`config.mk`:
```
export PLATFORM = sky130hd
export DESIGN_NAME = adc_window_mon
export DESIGN_NICKNAME = d
export VERILOG_FILES = /design/src/rtl/adc_window_mon_pkg.sv /design/src/rtl/adc_win_compare.sv /design/src/rtl/adc_win_select.sv /design/src/rtl/adc_win_irq.sv /design/src/rtl/adc_window_mon.sv
export SDC_FILE = /design/constraint.sdc
export NUM_CORES = 1
export LEC_CHECK = 0
export ABC_AREA = 1
export ABC_CLOCK_PERIOD_IN_PS = 800
export BUFFER_PORTS_ARGS = -buffer_cell sky130_fd_sc_hd__buf_2
export CAP_MARGIN = 5
export CORE_ASPECT_RATIO = 1.5
export CORE_MARGIN = 3
export CORE_UTILIZATION = 25
export CTS_CLUSTER_SIZE = 12
export DETAILED_ROUTE_END_ITERATION = 7
export PLACE_DENSITY_LB_ADDON = 0.3
export SLEW_MARGIN = 20
export SYNTH_ARGS = -nofsm -noshare
export SYNTH_HDL_FRONTEND = slang
export SYNTH_SLANG_ARGS = --single-unit
```
`constraint.sdc`:
```
create_clock -name clk_i -period 0.8 [get_ports clk_i]
set_clock_uncertainty 0.05 [all_clocks]
set_input_delay 0.16 -clock clk_i [delete_from_list [all_inputs] [get_ports clk_i]]
set_output_delay 0.16 -clock clk_i [all_outputs]
set_load 0.01 [all_outputs]
```
`src/rtl/adc_window_mon_pkg.sv`:
```
package adc_window_mon_pkg;
  typedef enum logic [1:0] {
    TEST_BELOW   = 2'b00,
    TEST_ABOVE   = 2'b01,
    TEST_WITHIN  = 2'b10,
    TEST_OUTSIDE = 2'b11
  } win_test_e;

  typedef struct packed {
    logic below;
    logic above;
  } cmp_flags_t;
endpackage

```
`src/rtl/adc_win_compare.sv`:
```
module adc_win_compare #(
  parameter int RES_W = 12
) (
  input  logic [RES_W-1:0]              result_i,
  input  logic [RES_W-1:0]              floor_i,
  input  logic [RES_W-1:0]              ceil_i,
  output adc_window_mon_pkg::cmp_flags_t flags_o
);
  function automatic logic is_less(input logic [RES_W-1:0] a, input logic [RES_W-1:0] b);
    return a < b;
  endfunction

  always_comb begin
    flags_o.below = is_less(result_i, floor_i);
    flags_o.above = is_less(ceil_i, result_i);
  end
endmodule

```
`src/rtl/adc_win_select.sv`:
```
module adc_win_select (
  input  adc_window_mon_pkg::cmp_flags_t flags_i,
  input  logic [1:0]                     mode_i,
  output logic                           hit_o
);
  import adc_window_mon_pkg::*;

  function automatic logic pick(input cmp_flags_t f, input logic [1:0] m);
    case (win_test_e'(m))
      TEST_BELOW:  return f.below;
      TEST_ABOVE:  return f.above;
      TEST_WITHIN: return !(f.below || f.above);
      default:     return f.below || f.above;
    endcase
  endfunction

  assign hit_o = pick(flags_i, mode_i);
endmodule

```
`src/rtl/adc_win_irq.sv`:
```
module adc_win_irq (
  input  logic clk_i,
  input  logic rst_ni,
  input  logic trig_i,
  input  logic clr_i,
  output logic irq_o
);
  always_ff @(posedge clk_i or negedge rst_ni) begin
    if (!rst_ni)     irq_o <= 1'b0;
    else if (trig_i) irq_o <= 1'b1;
    else if (clr_i)  irq_o <= 1'b0;
  end


  irq_sticky_chk: assert property (@(posedge clk_i) disable iff (!rst_ni)
    (irq_o && !clr_i) |=> irq_o);


  irq_clear_chk: assert property (@(posedge clk_i) disable iff (!rst_ni)
    (clr_i && !trig_i) |=> !irq_o);


  irq_set_chk: assert property (@(posedge clk_i) disable iff (!rst_ni)
    trig_i |=> irq_o);
endmodule

```
`src/rtl/adc_window_mon.sv`:
```
module adc_window_mon #(
  parameter int RES_W = 12
) (
  input  logic             clk_i,
  input  logic             rst_ni,
  input  logic             valid_i,
  input  logic [RES_W-1:0] result_i,
  input  logic [RES_W-1:0] floor_i,
  input  logic [RES_W-1:0] ceil_i,
  input  logic [1:0]       mode_i,
  input  logic             irq_en_i,
  input  logic             irq_clr_i,
  output logic             cond_o,
  output logic             irq_o
);
  import adc_window_mon_pkg::*;

  cmp_flags_t flags;
  logic       hit;
  logic       irq_trig;

  adc_win_compare #(.RES_W(RES_W)) u_cmp (
    .result_i(result_i), .floor_i(floor_i), .ceil_i(ceil_i), .flags_o(flags)
  );

  adc_win_select u_sel (.flags_i(flags), .mode_i(mode_i), .hit_o(hit));

  assign irq_trig = valid_i && hit && irq_en_i;

  always_ff @(posedge clk_i or negedge rst_ni) begin
    if (!rst_ni)      cond_o <= 1'b0;
    else if (valid_i) cond_o <= hit;
  end

  adc_win_irq u_irq (
    .clk_i(clk_i), .rst_ni(rst_ni), .trig_i(irq_trig),
    .clr_i(irq_clr_i), .irq_o(irq_o)
  );


  cond_hold_chk: assert property (@(posedge clk_i) disable iff (!rst_ni)
    !valid_i |=> $stable(cond_o));


  irq_gate_chk: assert property (@(posedge clk_i) disable iff (!rst_ni)
    (!irq_o && !irq_en_i) |=> !irq_o);


  inverted_within_chk: assert property (@(posedge clk_i) disable iff (!rst_ni)
    (valid_i && floor_i > ceil_i && mode_i == 2'b10) |=> !cond_o);


  inverted_outside_chk: assert property (@(posedge clk_i) disable iff (!rst_ni)
    (valid_i && floor_i > ceil_i && mode_i == 2'b11) |=> cond_o);


  below_disjoint_chk: assert property (@(posedge clk_i) disable iff (!rst_ni)
    !(flags.below && result_i >= floor_i));
endmodule

```
==> metrics.md <==
| Metric | Value |
|---|---|
| Via count of the first global-routing pass | between 900 and 1000 |
| All-Layer GR Usage | 0.1176 |
| P per Cell Area | ~860 nW/µm² |
| Starting density of the core | 0.2726 |
| Final Net Count | between 200 and 250 |
| Worst reg2reg setup slack | 0.05 ns |
| Worst-case hold slack | 0.1315 ns |
| TritonCTS clock tree | done |
| Synth Net Count | 198 |
| Fraction of registers with async set or reset after synthesis | 1.000 |
| Max-slew headroom at the worst pin | 0.9099 |
| Antenna-violating nets left | 0 |
| Largest fanout on the critical path | 2 |
| Share of total power in sequential cells | 0.096 |
| Outcome | complete, but fails checks |
| Flip-flop and latch count after synthesis | 2 |
| Mapped cell area | 753.2 µm² |
| Leakage power of the design | 0.8127 nW |
| Number of buffers on the longest clock path | 2 |
| Vertical die dimension | approximately 73 µm |
| Area growth from synthesis to layout | 95.02% |
| Number of buffers added on ports | between 40 and 50 |
| Highest Clock Rate | approximately 0.79 GHz |
| Routed wire length | 2078 µm |
| Maximum vdd drop | 0.5420 mV |
| Violations in the final reports | setup timing |
| List of most frequent post-synthesis cells | nand2_1, inv_1, ha_1, a21oi_1, nor2_1 |
| Data arrival time of the worst path | 1.37 ns |
| Hold Vio Cnt, Final | 0 |
| Global-route wire length before repair | 3415 µm |
| Syn. warnings | 0 |
| Sum of net half-perimeters after detailed placement | 1627 µm |
| Power Internal | 0.8238 mW |
| Average wire length per cell after detail routing | 9.489 µm |
| Max-slew violation total from the final report | 0 |
| Critical Path End Type | register |
| Measured slew at the worst slew-check pin | about 0.14 ns |
| Post-synthesis instance total | approximately 130 |
| Worst hold-check path type | primary input to register |
| Proportion of power drawn by the clock network | 0.307 |
| N_diodes | 0 |
| Overall power of the completed layout | 1.267 mW |
| WS Path Type | primary input to register |
| Later-pin clock latency in the skew report | 0.21 ns |
| Maximum number of pins on one net before global-route repair | 3 |
| Combinational Power Share | 0.597 |
| Vias | 920 |
| Period Utilization, post-route | 1.592 |
| Core Area | about 2800 µm² |
| Clock period minus worst slack | 1.273 ns |
| Gp weighted congestion | 0.6866 |
| Top FF cell, synth | dfrtp_1 |
| Number of iterations in the first detailed-routing pass | 4 |
| Setup repair after global routing missed its margin | yes |
| Number of placement rows | 23 |
| Cell type contributing the most total cell area after synthesis | ha_1 |
| Number of buffers created by CTS | 3 |
| Final worst slack | -0.4735 ns |
| Global route total overflow | 0 |
| Worst Path Required | 0.90 ns |
| Total die area | 3721 µm² |
| Library cell with the highest instance count after synthesis | nand2_1 |
| Dominant cells by area after synthesis | ha_1, nand2_1, inv_1 |
| Clock-pin transition on the worst setup and hold timing paths | about 0.030 ns |
| Iteration-0 DRC Markers | 6 |
| Number of clock sinks seen by CTS | 2 |
| Total of max-cap violations | 0 |
| Master cell of the clock root buffer | clkbuf_8 |
| Post-Syn Area per Cell | 5.663 µm² |
| Final count of negative-setup-slack endpoints | 4 |
| Fraction of power spent switching nets | 0.3498 |
| Seq/Total Area, Yosys | 0.06645 |
| Share of Yosys cell area claimed by the top area cell type | 0.3654 |
| Number of primary I/O pins | 45 |
| Post-DR vias/cell | 4.201 |
| Deepest level of the CTS H-tree | 1 |
| Number of enable flip-flop cells after synthesis | 0 |
| Worst Setup Start Kind | primary input |
| Switching power summed over all nets | around 0.44 mW |
| Detailed-route DRC error count | 0 |
| Die Span X | 50.82 µm |
| Post-synth cell types | 9 |
| Initial antenna violation count | 0 |
| Fraction of layout cells with a size suffix above 1 | 0.5989 |
-- layer usage --
layer	GRT usage	vias up	share of wire
li1	-	489	-
met1	0.1170	394	0.34
met2	0.2297	33	0.58
met3	0.02045	4	0.056
met4	0.05389	0	0.020
met5	0	-	0
-- critical path: stages --
cell and delay, ns:
buf_6 0.09, inv_4 0.03, ha_4 0.27, nand2_4 0.05, nor2_4 0.10, nand2_1 0.05
nor2_1 0.08, nand2_1 0.06, nand2_1 0.09, nand2_1 0.06, nand2_1 0.06, nand2_2 0.05
nand2_2 0.08, nand3_2 0.07, nand2_1 0.06
-- power groups by stage --
stage / clock network, mW / registers (mW) / logic [mW]
finish: 0.389 / 0.121 / 0.757
global route: 0.415 / 0.122 / 0.866
CTS: 0.397 / 0.121 / 0.649
detailed placement: 0 / 0.123 / 0.510
global placement: 0 / 0.123 / 0.502
floorplan: 0 / 0.130 / 0.299
-- layout by cell type (no fill, tap or decap), types with 6 or more instances in the layout --
cell type and count:
buf_2 33, nand2_1 35, ha_1 8, inv_2 10, inv_1 23, a21oi_2 6, nand2_2 14, buf_6 8
inv_4 7, ha_4 14
-- stage by stage --
step	util	cell area, µm²	setup slack, ns	std cells	TNS [ns]
CTS	0.4869	1345	-0.4772	219	-1.175
floorplan	-	863.3	-0.5250	133	-1.042
detailed placement	0.4090	1130	-0.8051	214	-1.607
global placement	0.4090	1130	-0.7823	214	-1.559
finish	0.5317	1469	-0.4735	219	-1.164
global route	0.5317	1469	-0.5783	219	-1.420
-- state kept, by name, summed over array words and instances (netlist names) --
register,flops
cond_o,1
u_irq.irq_o,1
-- logic make-up (layout without fill, tap and decap cells) --
logic type	count (synthesis)	count (layout)	synth area share
flip-flops	2	2	0.06645
adder cells (fa/ha/maj)	22	22	0.3654
buffers and inverters	41	90	0.2043
AND/OR/NAND/NOR	60	60	0.3106
AO/OA/AOI/OAI	8	8	0.05316
-- worst paths after layout --
path	cells after the start	end	start
max reg2reg	3	cond_o	cond_o
max	15	u_irq.irq_o	result_i[9]
min in group asynchronous	2	u_irq.irq_o	rst_ni
min reg2reg	2	u_irq.irq_o	u_irq.irq_o
min	4	u_irq.irq_o	irq_clr_i
max in group asynchronous	2	cond_o	rst_ni
-- repair_timing --
item                                   in CTS  in global routing
hold buffers                                1                  0
endpoints found under the hold margin       2                  0
cloned                                      0                  0
setup endpoints to repair                   4                  4
resized for setup                          38                 35
setup buffers                               1                  0
pin swaps                                  32                 28
-- area by class of cell --
cell class | count | area [µm²]
Fill cell | 290 | 1294
Multi-Input combinational cell | 90 | 829.5
Timing Repair Buffer | 46 | 317.8
Inverter | 41 | 183.9
Sequential cell | 2 | 50.05
Tap cell | 37 | 46.29
Clock buffer | 3 | 41.29
(Power assumes the default switching activity.)
